===== config.mk =====
export PLATFORM = sky130hd
export DESIGN_NAME = serFifoStatus
export DESIGN_NICKNAME = d
export VERILOG_FILES = /design/src/rtl/sfsPkg.sv /design/src/rtl/sfsFifo.sv /design/src/rtl/sfsData.sv /design/src/rtl/sfsCtrl.sv /design/src/rtl/serFifoStatus.sv
export SDC_FILE = /design/constraint.sdc
export NUM_CORES = 1
export LEC_CHECK = 0
export ABC_CLOCK_PERIOD_IN_PS = 2260
export BUFFER_PORTS_ARGS = -buffer_cell sky130_fd_sc_hd__clkbuf_2
export CAP_MARGIN = 20
export CORE_MARGIN = 5
export CORE_UTILIZATION = 50
export CTS_BUF_LIST = sky130_fd_sc_hd__clkbuf_4
export DETAILED_ROUTE_END_ITERATION = 16
export PLACE_DENSITY_LB_ADDON = 0.3
export SYNTH_ARGS = -nofsm -noshare
export SYNTH_HDL_FRONTEND = slang
export SYNTH_SLANG_ARGS = --single-unit

===== constraint.sdc =====
create_clock -name clk -period 2.26 [get_ports clk]
set_clock_uncertainty 0.1 [all_clocks]
set_input_delay 0.226 -clock clk [delete_from_list [all_inputs] [get_ports clk]]
set_output_delay 0.226 -clock clk [all_outputs]
set_load 0.005 [all_outputs]

===== src/rtl/sfsPkg.sv =====
package sfsPkg;
  localparam logic [1:0] ADDR_BUF   = 2'd0;
  localparam logic [1:0] ADDR_RXST  = 2'd1;
  localparam logic [1:0] ADDR_TXST  = 2'd2;
  localparam logic [1:0] ADDR_EN    = 2'd3;

  typedef struct packed {
    logic txPush;
    logic txPop;
    logic rxPush;
    logic rxPop;
  } sfsStrobeT;
endpackage


===== src/rtl/sfsFifo.sv =====
module sfsFifo #(
  parameter int W     = 8,
  parameter int DEPTH = 4,
  parameter int LVL_W = 3
) (
  input  logic             clk,
  input  logic             rstN,
  input  logic             push,
  input  logic             pop,
  input  logic [W-1:0]     din,
  output logic [W-1:0]     dout,
  output logic [LVL_W-1:0] level
);
  localparam int PTR_W = (DEPTH > 1) ? $clog2(DEPTH) : 1;
  localparam logic [PTR_W-1:0] LAST = PTR_W'(DEPTH - 1);

  logic [W-1:0]     mem [DEPTH];
  logic [PTR_W-1:0] wrPtr, rdPtr;

  always_ff @(posedge clk or negedge rstN) begin
    if (!rstN) begin
      wrPtr <= '0;
      rdPtr <= '0;
      level <= '0;
    end else begin
      if (push) wrPtr <= (wrPtr == LAST) ? '0 : wrPtr + 1'b1;
      if (pop)  rdPtr <= (rdPtr == LAST) ? '0 : rdPtr + 1'b1;
      level <= level + LVL_W'(push) - LVL_W'(pop);
    end
  end

  always_ff @(posedge clk) begin
    if (push) mem[wrPtr] <= din;
  end

  assign dout = mem[rdPtr];


  full_push_chk: assert property (@(posedge clk) disable iff (!rstN)
    (push && level == LVL_W'(DEPTH)) |-> pop);

  empty_pop_chk: assert property (@(posedge clk) disable iff (!rstN)
    pop |-> level != '0);

  pushpop_lvl_chk: assert property (@(posedge clk) disable iff (!rstN)
    (push && pop) |=> level == $past(level));

  lvl_bound_chk: assert property (@(posedge clk) disable iff (!rstN)
    level <= LVL_W'(DEPTH));
endmodule


===== src/rtl/sfsData.sv =====
module sfsData import sfsPkg::*; #(
  parameter int DATA_W = 8,
  parameter int DEPTH  = 4,
  parameter int LVL_W  = 3
) (
  input  logic              clk,
  input  logic              rstN,
  input  sfsStrobeT         strobe,
  input  logic [DATA_W-1:0] txIn,
  input  logic [DATA_W-1:0] rxIn,
  output logic [DATA_W-1:0] txHead,
  output logic [DATA_W-1:0] rxHead,
  output logic [LVL_W-1:0]  txLvl,
  output logic [LVL_W-1:0]  rxLvl
);
  sfsFifo #(.W(DATA_W), .DEPTH(DEPTH), .LVL_W(LVL_W)) u_txFifo (
    .clk(clk), .rstN(rstN), .push(strobe.txPush), .pop(strobe.txPop),
    .din(txIn), .dout(txHead), .level(txLvl));

  sfsFifo #(.W(DATA_W), .DEPTH(DEPTH), .LVL_W(LVL_W)) u_rxFifo (
    .clk(clk), .rstN(rstN), .push(strobe.rxPush), .pop(strobe.rxPop),
    .din(rxIn), .dout(rxHead), .level(rxLvl));
endmodule


===== src/rtl/sfsCtrl.sv =====
module sfsCtrl import sfsPkg::*; #(
  parameter int DATA_W = 8,
  parameter int DEPTH  = 4,
  parameter int LVL_W  = 3
) (
  input  logic              clk,
  input  logic              rstN,
  input  logic [1:0]        busAddr,
  input  logic              busRd,
  input  logic              busWr,
  input  logic              wrBit,
  input  logic              shTxPop,
  input  logic              shRxPush,
  input  logic [LVL_W-1:0]  txLvl,
  input  logic [LVL_W-1:0]  rxLvl,
  input  logic [DATA_W-1:0] rxHead,
  output sfsStrobeT         strobe,
  output logic [DATA_W-1:0] busRdata
);
  localparam logic [LVL_W-1:0] FULL = LVL_W'(DEPTH);

  logic en, rxOvr, txUdr;
  logic rdBuf, wrBuf, ovrSet, udrSet, rxEmpty, txEmpty;
  logic [DATA_W-1:0] rxStat, txStat;

  assign rxEmpty = (rxLvl == '0);
  assign txEmpty = (txLvl == '0);
  assign rdBuf   = en && busRd && (busAddr == ADDR_BUF);
  assign wrBuf   = en && busWr && (busAddr == ADDR_BUF);

  always_comb begin
    strobe.rxPop  = rdBuf && !rxEmpty;
    strobe.txPop  = en && shTxPop && !txEmpty;
    strobe.rxPush = en && shRxPush && ((rxLvl != FULL) || strobe.rxPop);
    strobe.txPush = wrBuf && ((txLvl != FULL) || strobe.txPop);
    ovrSet        = en && shRxPush && (rxLvl == FULL) && !strobe.rxPop;
    udrSet        = en && shTxPop && txEmpty;
  end

  always_ff @(posedge clk or negedge rstN) begin
    if (!rstN) begin
      en    <= 1'b0;
      rxOvr <= 1'b0;
      txUdr <= 1'b0;
    end else begin
      if (busWr && busAddr == ADDR_EN) en <= wrBit;
      if (ovrSet)     rxOvr <= 1'b1;
      else if (rdBuf) rxOvr <= 1'b0;
      if (udrSet)     txUdr <= 1'b1;
      else if (wrBuf) txUdr <= 1'b0;
    end
  end

  always_comb begin
    rxStat = '0;
    rxStat[LVL_W-1:0] = rxLvl;
    rxStat[DATA_W-1]  = rxOvr;
    txStat = '0;
    txStat[LVL_W-1:0] = txLvl;
    txStat[DATA_W-1]  = txUdr;
    busRdata = '0;
    case (busAddr)
      ADDR_BUF:  if (en && !rxEmpty) busRdata = rxHead;
      ADDR_RXST: if (en) busRdata = rxStat;
      ADDR_TXST: if (en) busRdata = txStat;
      default:   busRdata[0] = en;
    endcase
  end


  en_write_chk: assert property (@(posedge clk) disable iff (!rstN)
    (busWr && busAddr == ADDR_EN) |=> en == $past(wrBit));

  off_hold_chk: assert property (@(posedge clk) disable iff (!rstN)
    !en |=> (rxOvr == $past(rxOvr)) && (txUdr == $past(txUdr)));

  off_nostrobe_chk: assert property (@(posedge clk) disable iff (!rstN)
    !en |-> strobe == '0);

  ovr_set_chk: assert property (@(posedge clk) disable iff (!rstN)
    (en && shRxPush && rxLvl == FULL && !busRd) |=> rxOvr);

  ovr_clr_chk: assert property (@(posedge clk) disable iff (!rstN)
    (en && busRd && busAddr == ADDR_BUF && !shRxPush) |=> !rxOvr);

  udr_set_chk: assert property (@(posedge clk) disable iff (!rstN)
    (en && shTxPop && txEmpty) |=> txUdr);
endmodule


===== src/rtl/serFifoStatus.sv =====
module serFifoStatus import sfsPkg::*; #(
  parameter int DATA_W = 8,
  parameter int DEPTH  = 4
) (
  input  logic              clk,
  input  logic              rstN,
  input  logic [1:0]        busAddr,
  input  logic              busRd,
  input  logic              busWr,
  input  logic [DATA_W-1:0] busWdata,
  output logic [DATA_W-1:0] busRdata,
  input  logic              shTxPop,
  output logic [DATA_W-1:0] shTxData,
  input  logic              shRxPush,
  input  logic [DATA_W-1:0] shRxData
);
  localparam int LVL_W = $clog2(DEPTH + 1);

  sfsStrobeT         strobe;
  logic [LVL_W-1:0]  txLvl, rxLvl;
  logic [DATA_W-1:0] rxHead;

  sfsCtrl #(.DATA_W(DATA_W), .DEPTH(DEPTH), .LVL_W(LVL_W)) u_ctrl (
    .clk(clk), .rstN(rstN), .busAddr(busAddr), .busRd(busRd), .busWr(busWr),
    .wrBit(busWdata[0]), .shTxPop(shTxPop), .shRxPush(shRxPush),
    .txLvl(txLvl), .rxLvl(rxLvl), .rxHead(rxHead), .strobe(strobe),
    .busRdata(busRdata));

  sfsData #(.DATA_W(DATA_W), .DEPTH(DEPTH), .LVL_W(LVL_W)) u_data (
    .clk(clk), .rstN(rstN), .strobe(strobe), .txIn(busWdata), .rxIn(shRxData),
    .txHead(shTxData), .rxHead(rxHead), .txLvl(txLvl), .rxLvl(rxLvl));
endmodule


# ---- Yosys cells after proc, flatten, opt, wreduce, memory -nomap -nowiden
# Memories as Yosys holds them, arrays and structs flattened.
# Cells that the tools add are included.
dict set report op_classes {
  n_addsub 8
  eq_ne 10
  n_mux 17
  n_reduce_logical 25
}
# operator count
set ops {}
lappend ops {{$mux W8} 3}
lappend ops {{$pmux W7 S3} 1}
lappend ops {{$logic_and A1 B1 Y1} 15}
lappend ops {{$eq A2 B2 Y1 const B} 6}
lappend ops {{$add A2 B1 Y2 const B} 4}
lappend ops {{$mux W1} 8}
lappend ops {{$mux W2} 4}
lappend ops {{$add A3 B1 Y3} 2}
lappend ops {{$logic_not A3 Y1} 2}
lappend ops {{$ne A3 B3 Y1 const B} 2}
lappend ops {{$sub A3 B1 Y3} 2}
lappend ops {{$reduce_bool A2 Y1} 2}
lappend ops {{$eq A3 B3 Y1 const B} 1}
lappend ops {{$logic_not A1 Y1} 3}
lappend ops {{$pmux W1 S3} 1}
lappend ops {{$eq A2 B1 Y1 const B} 1}
lappend ops {{$logic_not A2 Y1} 1}
lappend ops {{$logic_or A1 B1 Y1} 2}
dict set report totals {
  register_bits 17
  ram_bits 64
  wordCells 71
  n_memories 2
}
# name words width rd rd_ports_with_merged_regs wr line_no
set mem_list {}
lappend mem_list {u_data.u_rxFifo.mem 4 8 1 0 1 sfsFifo.sv:17} ;# logic [W-1:0] mem [DEPTH];
lappend mem_list {u_data.u_txFifo.mem 4 8 1 0 1 sfsFifo.sv:17}

# ---- Longest topological paths before layout
# Gate-level depths: netlist of the first run.
dict set report depth {
  depth_word 7
  depth_mapped 9
  mapped_depth_nobuf 8
}

# ---- Modules after synthesis
# A second synthesis of the first run with hierarchy kept.
dict set report unflattened {
  cells_unflattened 194
  area_unflattened_um2 3443.3
}
# module instances cells_per_inst area_per_inst_um2 seq_area_each_um2
set by_module_without_submodules {}
lappend by_module_without_submodules {sfsFifo 2 76 1554.0 1136.1}
lappend by_module_without_submodules {sfsCtrl 1 42 335.3 75.1}

# ---- Worst setup path before layout of the first run
# No wires, ideal clock.
dict set report synth_path {
  path_kind {reg2reg}
  startpoint {register u_ctrl.en}
  endpoint {register u_data.u_rxFifo.level[2]}
  setup_ns 0.127
  arrival_time_ns 1.868
  t_required_ns 2.033
  slack_ns 0.165
  path_stages_with_launch 10
  path_buffers 1
  period_less_slack_ns 2.095
  path_cell_list {dfrtp_1 buf_6 nor3b_4 o311ai_4 o21ai_0 ha_1 inv_1 fa_1 xnor2_1 xnor2_1}
}
dict set report synth_between {
  elab_chain_cells 7
  elab_cells_between_ends 8
  classes_between {add/sub: 2; reduce/logical: 6}
}
# element line_no
set synth_lines {}
lappend synth_lines {{start: declaration} sfsCtrl.sv:22} ;# logic en, rxOvr, txUdr;
lappend synth_lines {{start signal: assignment} sfsCtrl.sv:46} ;# if (busWr && busAddr == ADDR_EN) en <= wrBit;
lappend synth_lines {{$logic_and A1 B1 Y1 (2 in series)} sfsCtrl.sv:28} ;# assign rdBuf = en && busRd && (busAddr == ADDR_BUF);
lappend synth_lines {{$logic_and A1 B1 Y1} sfsCtrl.sv:32} ;# strobe.rxPop = rdBuf && !rxEmpty;
lappend synth_lines {{$logic_or A1 B1 Y1} sfsCtrl.sv:34} ;# strobe.rxPush = en && shRxPush && ((rxLvl != FULL) || strobe.rxPop);
lappend synth_lines {{$logic_and A1 B1 Y1} sfsCtrl.sv:34}
lappend synth_lines {{$add A3 B1 Y3} sfsFifo.sv:28} ;# level <= level + LVL_W'(push) - LVL_W'(pop);
lappend synth_lines {{$sub A3 B1 Y3 *} sfsFifo.sv:28}
lappend synth_lines {{end signal: assignment} sfsFifo.sv:28}
lappend synth_lines {{end: declaration} sfsFifo.sv:12} ;# output logic [LVL_W-1:0] level
# Mark *: on every way between the ends. The rest lies on a longest branch, timed or not.
# A chain may end at the register's enable or synchronous reset.

# ---- Worst setup path in the final report of the first run
dict set report layout_path {
  startpoint {register u_data.u_rxFifo.rdPtr[0]}
  endpoint {output port busRdata[0]}
}
dict set report layout_between {
  elab_chain_cells 3
}
# element line_no
set layout_lines {}
lappend layout_lines {{start: declaration} sfsFifo.sv:18} ;# logic [PTR_W-1:0] wrPtr, rdPtr;
lappend layout_lines {{start signal: assignment} sfsFifo.sv:27} ;# if (pop) rdPtr <= (rdPtr == LAST) ? '0 : rdPtr + 1'b1;
lappend layout_lines {{$mem_v2 Z4 W8} n/a}
lappend layout_lines {{$mux W8} sfsCtrl.sv:63} ;# ADDR_BUF: if (en && !rxEmpty) busRdata = rxHead;
lappend layout_lines {{$pmux W1 S3} sfsCtrl.sv:62} ;# case (busAddr)
lappend layout_lines {{end: declaration} serFifoStatus.sv:11} ;# output logic [DATA_W-1:0] busRdata,
# No other way between the ends.

==> results.cfg, run 1 <==
[global_routing]
grt_usage_pct = 15.0
grt_max_degree = 18
grt_pass1_wl_um = 9740
antenna_found_initial = 0
grt_pass1_vias = 1995
gr-total-overflow = 0

[drt]
drc = 0
avgRoutedWirePerCell_um = 16.4
routed_via_density = 5.10
drtIter0Drc = 54
dr_total_vias = 1837
drtPass1Iterations = 4
postRouteAntennaNets = 0
wl_um = 5920

[placement]
portBuffers = 39
placedCellCount = 323
gp_congestion = 0.796
hpwl_um = 4090
post-place-ws_ns = 0.167

[timing]
setup_slack_ns = 0.0749
worstMarginPinSlew_ns = 0.463
grt_setup_unrepaired = true
slew_headroom_pct = 69.2
finalMaxSlewViolations = 0
hold_ws_ns = 0.0598
hold_viol_final = 0
max_freq_mhz = 458
finalCritPeriodShare_pct = 96.7
finalCriticalPeriod_ns = 2.19
setup_viol_count_final = 0

[floorplanning]
die_area_um2 = 8720
fp.coreArea_um2 = 6790
num_io_pins = 40
initial_utilization_pct = 51.2
row_count = 30
die_height_um = 93.4
die_w_um = 93.4

[worst_setup_path]
path_max_fanout = 9
critical_path_arrival_ns = 1.86
worst-endpoint-required_ns = 1.93
critPathCaptureType = output port
worst_setup_path_start_kind = register
reg2reg_slack_ns = 0.20
crit_type = register to output port

[logic_synthesis]
synthCells = 187
mappedNetlistArea_um2 = 3480
yosysWarnings = 0
ys_seq_area_share_pct = 67.5
syn_nets = 225
syn_area_per_cell_um2 = 18.6
synth_cell_types = 35
synth-seq-cells = 81

[outcome]
status = complete, no violations

[pwr]
ir_worst_vdd_v = 0.000584
leakage_nw = 1.57
p_per_area_nw_per_um2 = 1010

[layout]
seqCellArea_um2 = 2350
drive_gt1_share_pct = 36.4
num_antenna_cells = 0
syn2layout_area_growth_pct = 19.6
multi_input_area_um2 = 1070
final_nets = 297
finalNonFillerCells = 360
post-route-util_pct = 61.2
fillers = 519

[clocking]
cts_max_path_buffers = 2
cts_root_buf = clkbuf_4
htree_levels = 3
cts.sink_count = 81
cts_tree = yes
clkLatencyLatePin_ns = 0.42
clk_pin_slew_worst_paths_ns = 0.13
cts_made_buffers = 9

[run]
drv_cap = 0

[worst_hold_path]
hp-class = primary input to register
[placed cells by master, fill, tap and decap left out, types with 2 or more instances in the layout]
cell and instances:
o21ai_0 2, buf_4 8, fa_1 2, clkbuf_4 10
xnor2_1 3, edfxtp_1 64, nor2_1 5, mux2_4 2
dlygate4sd3_1 19, nand2_1 8, inv_1 7, and2_1 12
nor2b_1 2, clkbuf_2 39, mux2_2 6, ha_1 12
a22o_1 7, dfrtp_1 16, nand4bb_1 2, clkinvlp_4 2
mux4_2 16
[flip-flops by register name (all words and copies together), names as in the netlist, 2 cells and up]
signal	count
u_data.u_rxFifo.mem	32
u_data.u_txFifo.mem	32
u_data.u_rxFifo.level	3
u_data.u_rxFifo.wrPtr	2
u_data.u_txFifo.rdPtr	2
u_data.u_rxFifo.rdPtr	2
u_data.u_txFifo.level	3
u_data.u_txFifo.wrPtr	2
[kinds of logic after synthesis]
| kind of cell | Yosys count | synth area share (%) |
|---|---|---|
| xor gates and xnor gates | 4 | 1.01 |
| adders and majority gates | 14 | 5.47 |
| DFF | 81 | 67.5 |
| buffers and inverters | 12 | 1.66 |
| and+or+nand+nor | 34 | 5.94 |
| AOI/OAI and AO/OA | 18 | 5.22 |
| muxes | 24 | 13.2 |
[final timing paths]
kind,endpoint,cells after the start,start
setup / recovery,busRdata[0],3,u_data.u_rxFifo.rdPtr[0]
hold / removal,u_ctrl.en,3,busWr
setup reg to reg,u_data.u_txFifo.level[2],7,u_data.u_txFifo.level[1]
hold reg to reg,u_ctrl.txUdr,2,u_ctrl.txUdr
max in group asynchronous,u_data.u_rxFifo.rdPtr[0],2,rstN
min in group asynchronous,u_data.u_txFifo.level[1],2,rstN
[critical path: stages, from the launching register on]
cell and delay [ns]:
dfrtp_4 0.56, mux4_2 0.55, a22o_1 0.23, clkbuf_2 0.11
[power breakdown]
group          total, W  internal [W]  leakage [nW]  switching [W]
clock network  0.000850      0.000353        0.0730       0.000496
registers       0.00216       0.00185         0.781       0.000307
logic           0.00118      0.000709         0.721       0.000475
[Yosys cell counts, drive strengths merged]
cell     number  share of area [%]
edfxtp       64                 55
dfrtp        17                 12
mux4         16                 10
and2         12                2.2
ha           12                4.3
mux2          8                2.8
nand2         8               0.86
a22o          7                1.8
inv           7               0.76
buf           5               0.90
nor2          5               0.54
xnor2         3               0.76
a21oi         2               0.40
a31oi         2               0.79
fa            2                1.2
nand4bb       2               0.65
nor2b         2               0.36
nor3b         2               0.90
o21ai         2               0.29
o311ai        2                1.2
a21o          1               0.22
nand3         1               0.14
nor3          1               0.14
o31a          1               0.29
o41ai         1               0.25
or2           1               0.18
xor2          1               0.25
[layout make-up]
cell class | instances | area share, %
flip-flops and latches | 81 | 56.6
multi-input cells | 94 | 25.8
clock buffers | 10 | 1.81
repair buffers | 66 | 10.7
inverters | 7 | 0.632
well taps | 96 | 2.89
clock inverters | 6 | 1.63
[stage by stage]
step           power (W)  cell area [um2]  setup TNS (ns)
2_1_floorplan    0.00296             3480               0
3_3_place_gp     0.00330             3800               0
3_5_place_dp     0.00333             3800               0
4_1_cts          0.00424             4150               0
5_1_grt          0.00447             4160         -0.0128
6_report         0.00419             4160               0
[per-layer routing]
layer  GRT usage [%]  part of all wire [%]
met5               0                     0
met4            6.23                   1.6
met3            3.38                   4.2
met2            25.9                    52
met1            18.2                    42
[timing repair]
| action | 4_1_cts | 5_1_grt |
|---|---|---|
| buffers inserted | 1 | 1 |
| hold buffers | 19 | 0 |
| pin swaps | 0 | 2 |
| resized for setup | 2 | 0 |
| hold endpoints to repair | 82 | 0 |
| setup endpoints to repair | 8 | 4 |
Power figures use the tool's default switching activity.
==> run 2: changes to the inputs <==
RECOVER_POWER = 100   (was default)
==> run 2 against run 1 <==
Setup slack better by 0.0084 ns. Die area stayed put. Critical path depth stayed put. Core utilization decreased by 0.70 points. Wire length shrank 0.42%. Non-clock buffer count did not move. Combinational power hardly changed. Global-route usage stayed put. Final cell count stayed put. Highest routed layer unchanged.
==> results.cfg, run 2 (synthesis gave the netlist of run 1 again) <==
[global_routing]
grt_usage_pct = 15.0
gr-total-overflow = 0
grt_pass1_wl_um = 9740
grt_max_degree = 18
grt_pass1_vias = 1995
antenna_found_initial = 0

[layout]
final_nets = 297
num_antenna_cells = 0
post-route-util_pct = 60.5
syn2layout_area_growth_pct = 18.2
largest_registers = u_data.u_rxFifo.mem: 32 flops, u_data.u_txFifo.mem: 32 flops
mostFrequentLayoutCells = edfxtp_1 (64), clkbuf_1 (25), dlygate4sd3_1 (19)
drive_gt1_share_pct = 26.1
mostFrequentLayoutCell = edfxtp_1

[placement]
post-place-ws_ns = 0.167
hpwl_um = 4090
portBuffers = 39
gp_congestion = 0.796

[worst_setup_path]
r2r_start = u_data.u_rxFifo.level[1]
critical_path_arrival_ns = 1.85
cp-endpoint = busRdata[0]
critPathCaptureType = output port
critPathBufInv = 1
r2r_cells = 6
path_delay_family = flip-flops
cp_num_cells = 3
reg2reg_slack_ns = 0.18
crit_type = register to output port
r2r_end = u_data.u_rxFifo.level[2]
startpoint = u_data.u_rxFifo.rdPtr[0]
crit_chain = mux4_2, a22o_1, clkbuf_1
worst_setup_path_start_kind = register
critPathMaxStageDelay_ns = 0.56
crit_slowest_cell = dfrtp_4
path_max_fanout = 9
worst-endpoint-required_ns = 1.93

[timing]
finalMaxSlewViolations = 0
worstMarginPinSlew_ns = 0.981
max_freq_mhz = 459
finalCritPeriodShare_pct = 96.3
setup_slack_ns = 0.0833
hold_viol_final = 0
slew_headroom_pct = 34.6
grt_setup_unrepaired = true
finalCriticalPeriod_ns = 2.18
setup_viol_count_final = 0

[floorplanning]
die_height_um = 93.4
die_area_um2 = 8720
fp.coreArea_um2 = 6790
num_io_pins = 40
initial_utilization_pct = 51.2
row_count = 30
die_w_um = 93.4

[clocking]
cts_tree = yes
cts_root_buf = clkbuf_4
htree_levels = 3
cts.sink_count = 81
clkLatencyLatePin_ns = 0.41
cts_made_buffers = 9
clk_pin_slew_worst_paths_ns = 0.13
cts_max_path_buffers = 2

[pwr]
ir_worst_vdd_v = 0.000578
leakage_nw = 1.49
total_power_w = 0.00416
p_per_area_nw_per_um2 = 1010

[worst_hold_path]
hp-class = primary input to register

[drt]
drc = 0
wl_um = 5890
drtIter0Drc = 50
postRouteAntennaNets = 0
routed_via_density = 5.10
drtPass1Iterations = 4
avgRoutedWirePerCell_um = 16.4
dr_total_vias = 1837

[outcome]
status = complete, no violations

[run]
drv_cap = 0
==> run 2: worst register-to-register path: cells and delay by family (launching register included) <==
| kind | cells | cell delay (ns) |
|---|---|---|
| adder cells (fa/ha/maj) | 1 | 0.41 |
| AO/OA/AOI/OAI | 1 | 0.31 |
| AND/OR/NAND/NOR | 1 | 0.10 |
| buffers and inverters | 1 | 0.26 |
| flip-flops | 1 | 0.51 |
| XOR/XNOR | 2 | 0.27 |
==> run 2: timing repair <==
| action | in CTS | in global routing |
|---|---|---|
| buffers inserted | 1 | 1 |
| pin swaps | 0 | 2 |
| gates resized for setup | 2 | 0 |
| hold buffers | 19 | 0 |
| endpoints found under the hold margin | 82 | 0 |
| endpoints found under the setup margin | 8 | 4 |
==> run 2: worst min path at each step <==
| stage | start | end | slack (ns) | depth (start not counted) |
|---|---|---|---|---|
| detailed placement | rstN | u_data.u_rxFifo.level[0] | 0.1 | 1 |
| finish | busWr | u_ctrl.en | 0.06 | 3 |
| CTS | busWr | u_ctrl.en | 0.04 | 3 |
| global route | busWr | u_ctrl.en | 0.05 | 3 |
| floorplan | rstN | u_ctrl.en | -0.17 | 0 |
| global placement | rstN | u_data.u_rxFifo.level[0] | 0.09 | 1 |
==> run 2: metrics by stage <==
| stage | instance area (um2) | setup TNS (ns) | cells | hold WS (ns) |
|---|---|---|---|---|
| finish | 4110 | 0 | 360 | 0.0630 |
| global route | 4110 | -0.0128 | 360 | 0.0519 |
| CTS | 4150 | 0 | 359 | 0.0434 |
| detailed placement | 3800 | 0 | 323 | 0.0967 |
| global placement | 3800 | 0 | 323 | 0.0935 |
| floorplan | 3480 | 0 | 187 | -0.170 |
==> run 2: per-layer routing <==
layer / wire, um / track usage, %
met4: 99 / 6.23
met3: 229 / 3.38
met2: 3100 / 25.9
met1: 2460 / 18.2
met5: 0 / 0
==> run 2: layout make-up <==
| cell class | instances | area [um2] |
|---|---|---|
| multi-input cells | 94 | 1060 |
| well taps | 96 | 120 |
| clock inverters | 6 | 67.6 |
| inverters | 7 | 26.3 |
| fillers | 522 | 2690 |
| repair buffers | 66 | 407 |
| clock buffers | 10 | 75.1 |
| flip-flops and latches | 81 | 2350 |
==> run 2: power breakdown <==
part | total [W] | switching [W] | internal (W)
combinational | 0.00116 | 0.000472 | 0.000686
sequential | 0.00216 | 0.000305 | 0.00185
clock | 0.000848 | 0.000494 | 0.000354
==> run 3: changes to the inputs <==
CORE_MARGIN = 2   (was 5)
SYNTH_HIERARCHICAL = 1   (was default)
==> run 3 against run 2 <==
Register-to-register slack lost 0.12 ns. Combinational power grew 17%. Non-clock buffer count up 10. Area after synthesis fell by 0.94%. Critical path type is now register to register. Sequential power shrank 2%. Critical path depth grew 6. Highest routed layer unchanged.
==> results.cfg, run 3 <==
[logic_synthesis]
async_flop_share_pct = 21.0
yosysMostFrequentCell = edfxtp_1
mappedNetlistArea_um2 = 3440
synth-edff-count = 64
synth_top_area_share_pct = 55.8
synthCells = 194
yosys-top-cells-area = edfxtp_1 (56%), dfrtp_1 (12%), mux4_2 (10%)
synth-seq-cells = 81
yosysWarnings = 6
synth_cell_types = 29
synth_top_cells_by_count = edfxtp_1 (64), dfrtp_1 (17), mux4_2 (16)
syn_area_per_cell_um2 = 17.7
syn_nets = 234
yosysTopAreaCell = edfxtp_1
ys.flop_type = edfxtp_1
ys_seq_area_share_pct = 68.2

[layout]
num_antenna_cells = 0
largest_registers = u_data/u_rxFifo/mem: 32 flops, u_data/u_txFifo/mem: 32 flops
final_nets = 316
mostFrequentLayoutCell = edfxtp_1
syn2layout_area_growth_pct = 21.6
finalNonFillerCells = 361
mostFrequentLayoutCells = edfxtp_1 (64), clkbuf_2 (22), dlygate4sd3_1 (19), clkbuf_1 (19), mux4_2 (16)
post-route-util_pct = 62.3
drive_gt1_share_pct = 32.0

[floorplanning]
fp.coreArea_um2 = 6720
num_io_pins = 40
initial_utilization_pct = 51.2
die_area_um2 = 7570
die_height_um = 87.0
die_w_um = 87.0
row_count = 30

[worst_hold_path]
hp-class = primary input to register

[worst_setup_path]
crit_type = register to register
crit_slowest_cell = dfrtp_1
worst_setup_path_start_kind = register
critPathBufInv = 2
worst-endpoint-required_ns = 2.47
critical_path_arrival_ns = 2.41
critPathMaxStageDelay_ns = 0.40
critPathCaptureType = register
crit_chain = or3_4, nor2b_4, ha_4, inv_2, ha_4, inv_2, fa_2, xnor2_2, xnor2_1
path_max_fanout = 2
path_delay_family = adder cells

[drt]
drtIter0Drc = 118
dr_total_vias = 1878
drc = 0
avgRoutedWirePerCell_um = 16.1
postRouteAntennaNets = 0
routed_via_density = 5.20
drtPass1Iterations = 4
wl_um = 5830

[clocking]
cts_max_path_buffers = 2
cts_tree = yes
clk_pin_slew_worst_paths_ns = 0.13
cts.sink_count = 81
cts_made_buffers = 9
clkLatencyLatePin_ns = 0.42
cts_root_buf = clkbuf_4
htree_levels = 3

[global_routing]
grt_max_degree = 18
gr-total-overflow = 0
grt_usage_pct = 16.6
grt_pass1_wl_um = 9190
antenna_found_initial = 0
grt_pass1_vias = 1933

[placement]
hpwl_um = 3970
portBuffers = 39
post-place-ws_ns = -0.0143
gp_congestion = 0.808
placedCellCount = 319

[timing]
worstMarginPinSlew_ns = 0.962
max_freq_mhz = 455
hold_viol_final = 0
setup_slack_ns = 0.0644
grt_setup_unrepaired = true
finalCritPeriodShare_pct = 97.2
setup_viol_count_final = 0
finalMaxSlewViolations = 0
tns_ns = 0
slew_headroom_pct = 35.9
finalCriticalPeriod_ns = 2.20

[pwr]
total_power_w = 0.00422
p_per_area_nw_per_um2 = 1010
leakage_nw = 1.55
ir_worst_vdd_v = 0.000507

[run]
drv_cap = 0

[outcome]
status = complete, no violations
run 3: where the power goes:
group | switching, W | internal (W) | total, W | leakage, nW
Clock | 0.000518 | 0.000233 | 0.000751 | 0.0606
Combinational | 0.000548 | 0.000812 | 0.00136 | 0.715
Sequential | 0.000260 | 0.00185 | 0.00211 | 0.779
Total | 0.00133 | 0.00289 | 0.00422 | 1.55
run 3: layer usage:
metal  GRT usage [%]  part of all wire [%]  wire length [um]  vias to the layer above
li1                -                     -                 -                      907
met1            22.0                    45              2630                      914
met2            26.3                    49              2880                       53
met3            3.98                   4.8               278                        4
met4            7.24                  0.65                38                        0
met5               0                     0                 0                        -
run 3: final timing paths:
check | startpoint | endpoint | slack, ns | depth (start not counted)
hold / removal | busWr | u_ctrl/txUdr | 0.05 | 3
hold reg to reg | u_ctrl/txUdr | u_ctrl/txUdr | 0.43 | 1
max in group asynchronous | rstN | u_data/u_txFifo/rdPtr[0] | 1.06 | 2
min in group asynchronous | rstN | u_ctrl/txUdr | 0.35 | 2
setup reg to reg | u_data/u_rxFifo/level[0] | u_data/u_rxFifo/level[2] | 0.06 | 9
setup / recovery | u_data/u_rxFifo/level[0] | u_data/u_rxFifo/level[2] | 0.06 | 9
run 3: cells by family (layout without fill, tap and decap cells):
family / after synthesis / in the layout / share of synthesized area [%]
adders and majority gates: 16 / 16 / 6.25
buffers and inverters: 17 / 104 / 2.58
and+or+nand+nor: 39 / 39 / 6.69
AOI/OAI and AO/OA: 16 / 16 / 3.20
DFF: 81 / 81 / 68.2
xor gates and xnor gates: 4 / 4 / 1.02
muxes: 21 / 21 / 12.1
run 3: layout make-up:
| type | instances | area (um2) |
|---|---|---|
| fillers | 481 | 2530 |
| flip-flops and latches | 81 | 2350 |
| multi-input cells | 96 | 1060 |
| repair buffers | 76 | 504 |
| well taps | 80 | 100 |
| clock buffers | 9 | 67.6 |
| clock inverters | 7 | 53.8 |
| inverters | 12 | 45.0 |
run 3: stage by stage:
stage	hold WS (ns)	area [um2]
final	0.0520	4190
after global routing	0.0508	4190
after CTS	0.0239	4170
after global placement	0.0853	3790
after floorplan	-0.170	3450
after detailed placement	0.0887	3790
run 3: tightest hold or removal path: cells and delay by family:
family | cells | cell delay [ns]
AOI/OAI and AO/OA | 1 | 0.13
and+or+nand+nor | 1 | 0.10
buffers and inverters | 1 | 0.09
run 3: what timing repair did:
action,CTS,global route
setup endpoints to repair,12,3
pin swaps,3,7
cloned,0,0
buffers inserted,5,2
resized for setup,6,6
hold endpoints to repair,84,0
hold buffers,19,0
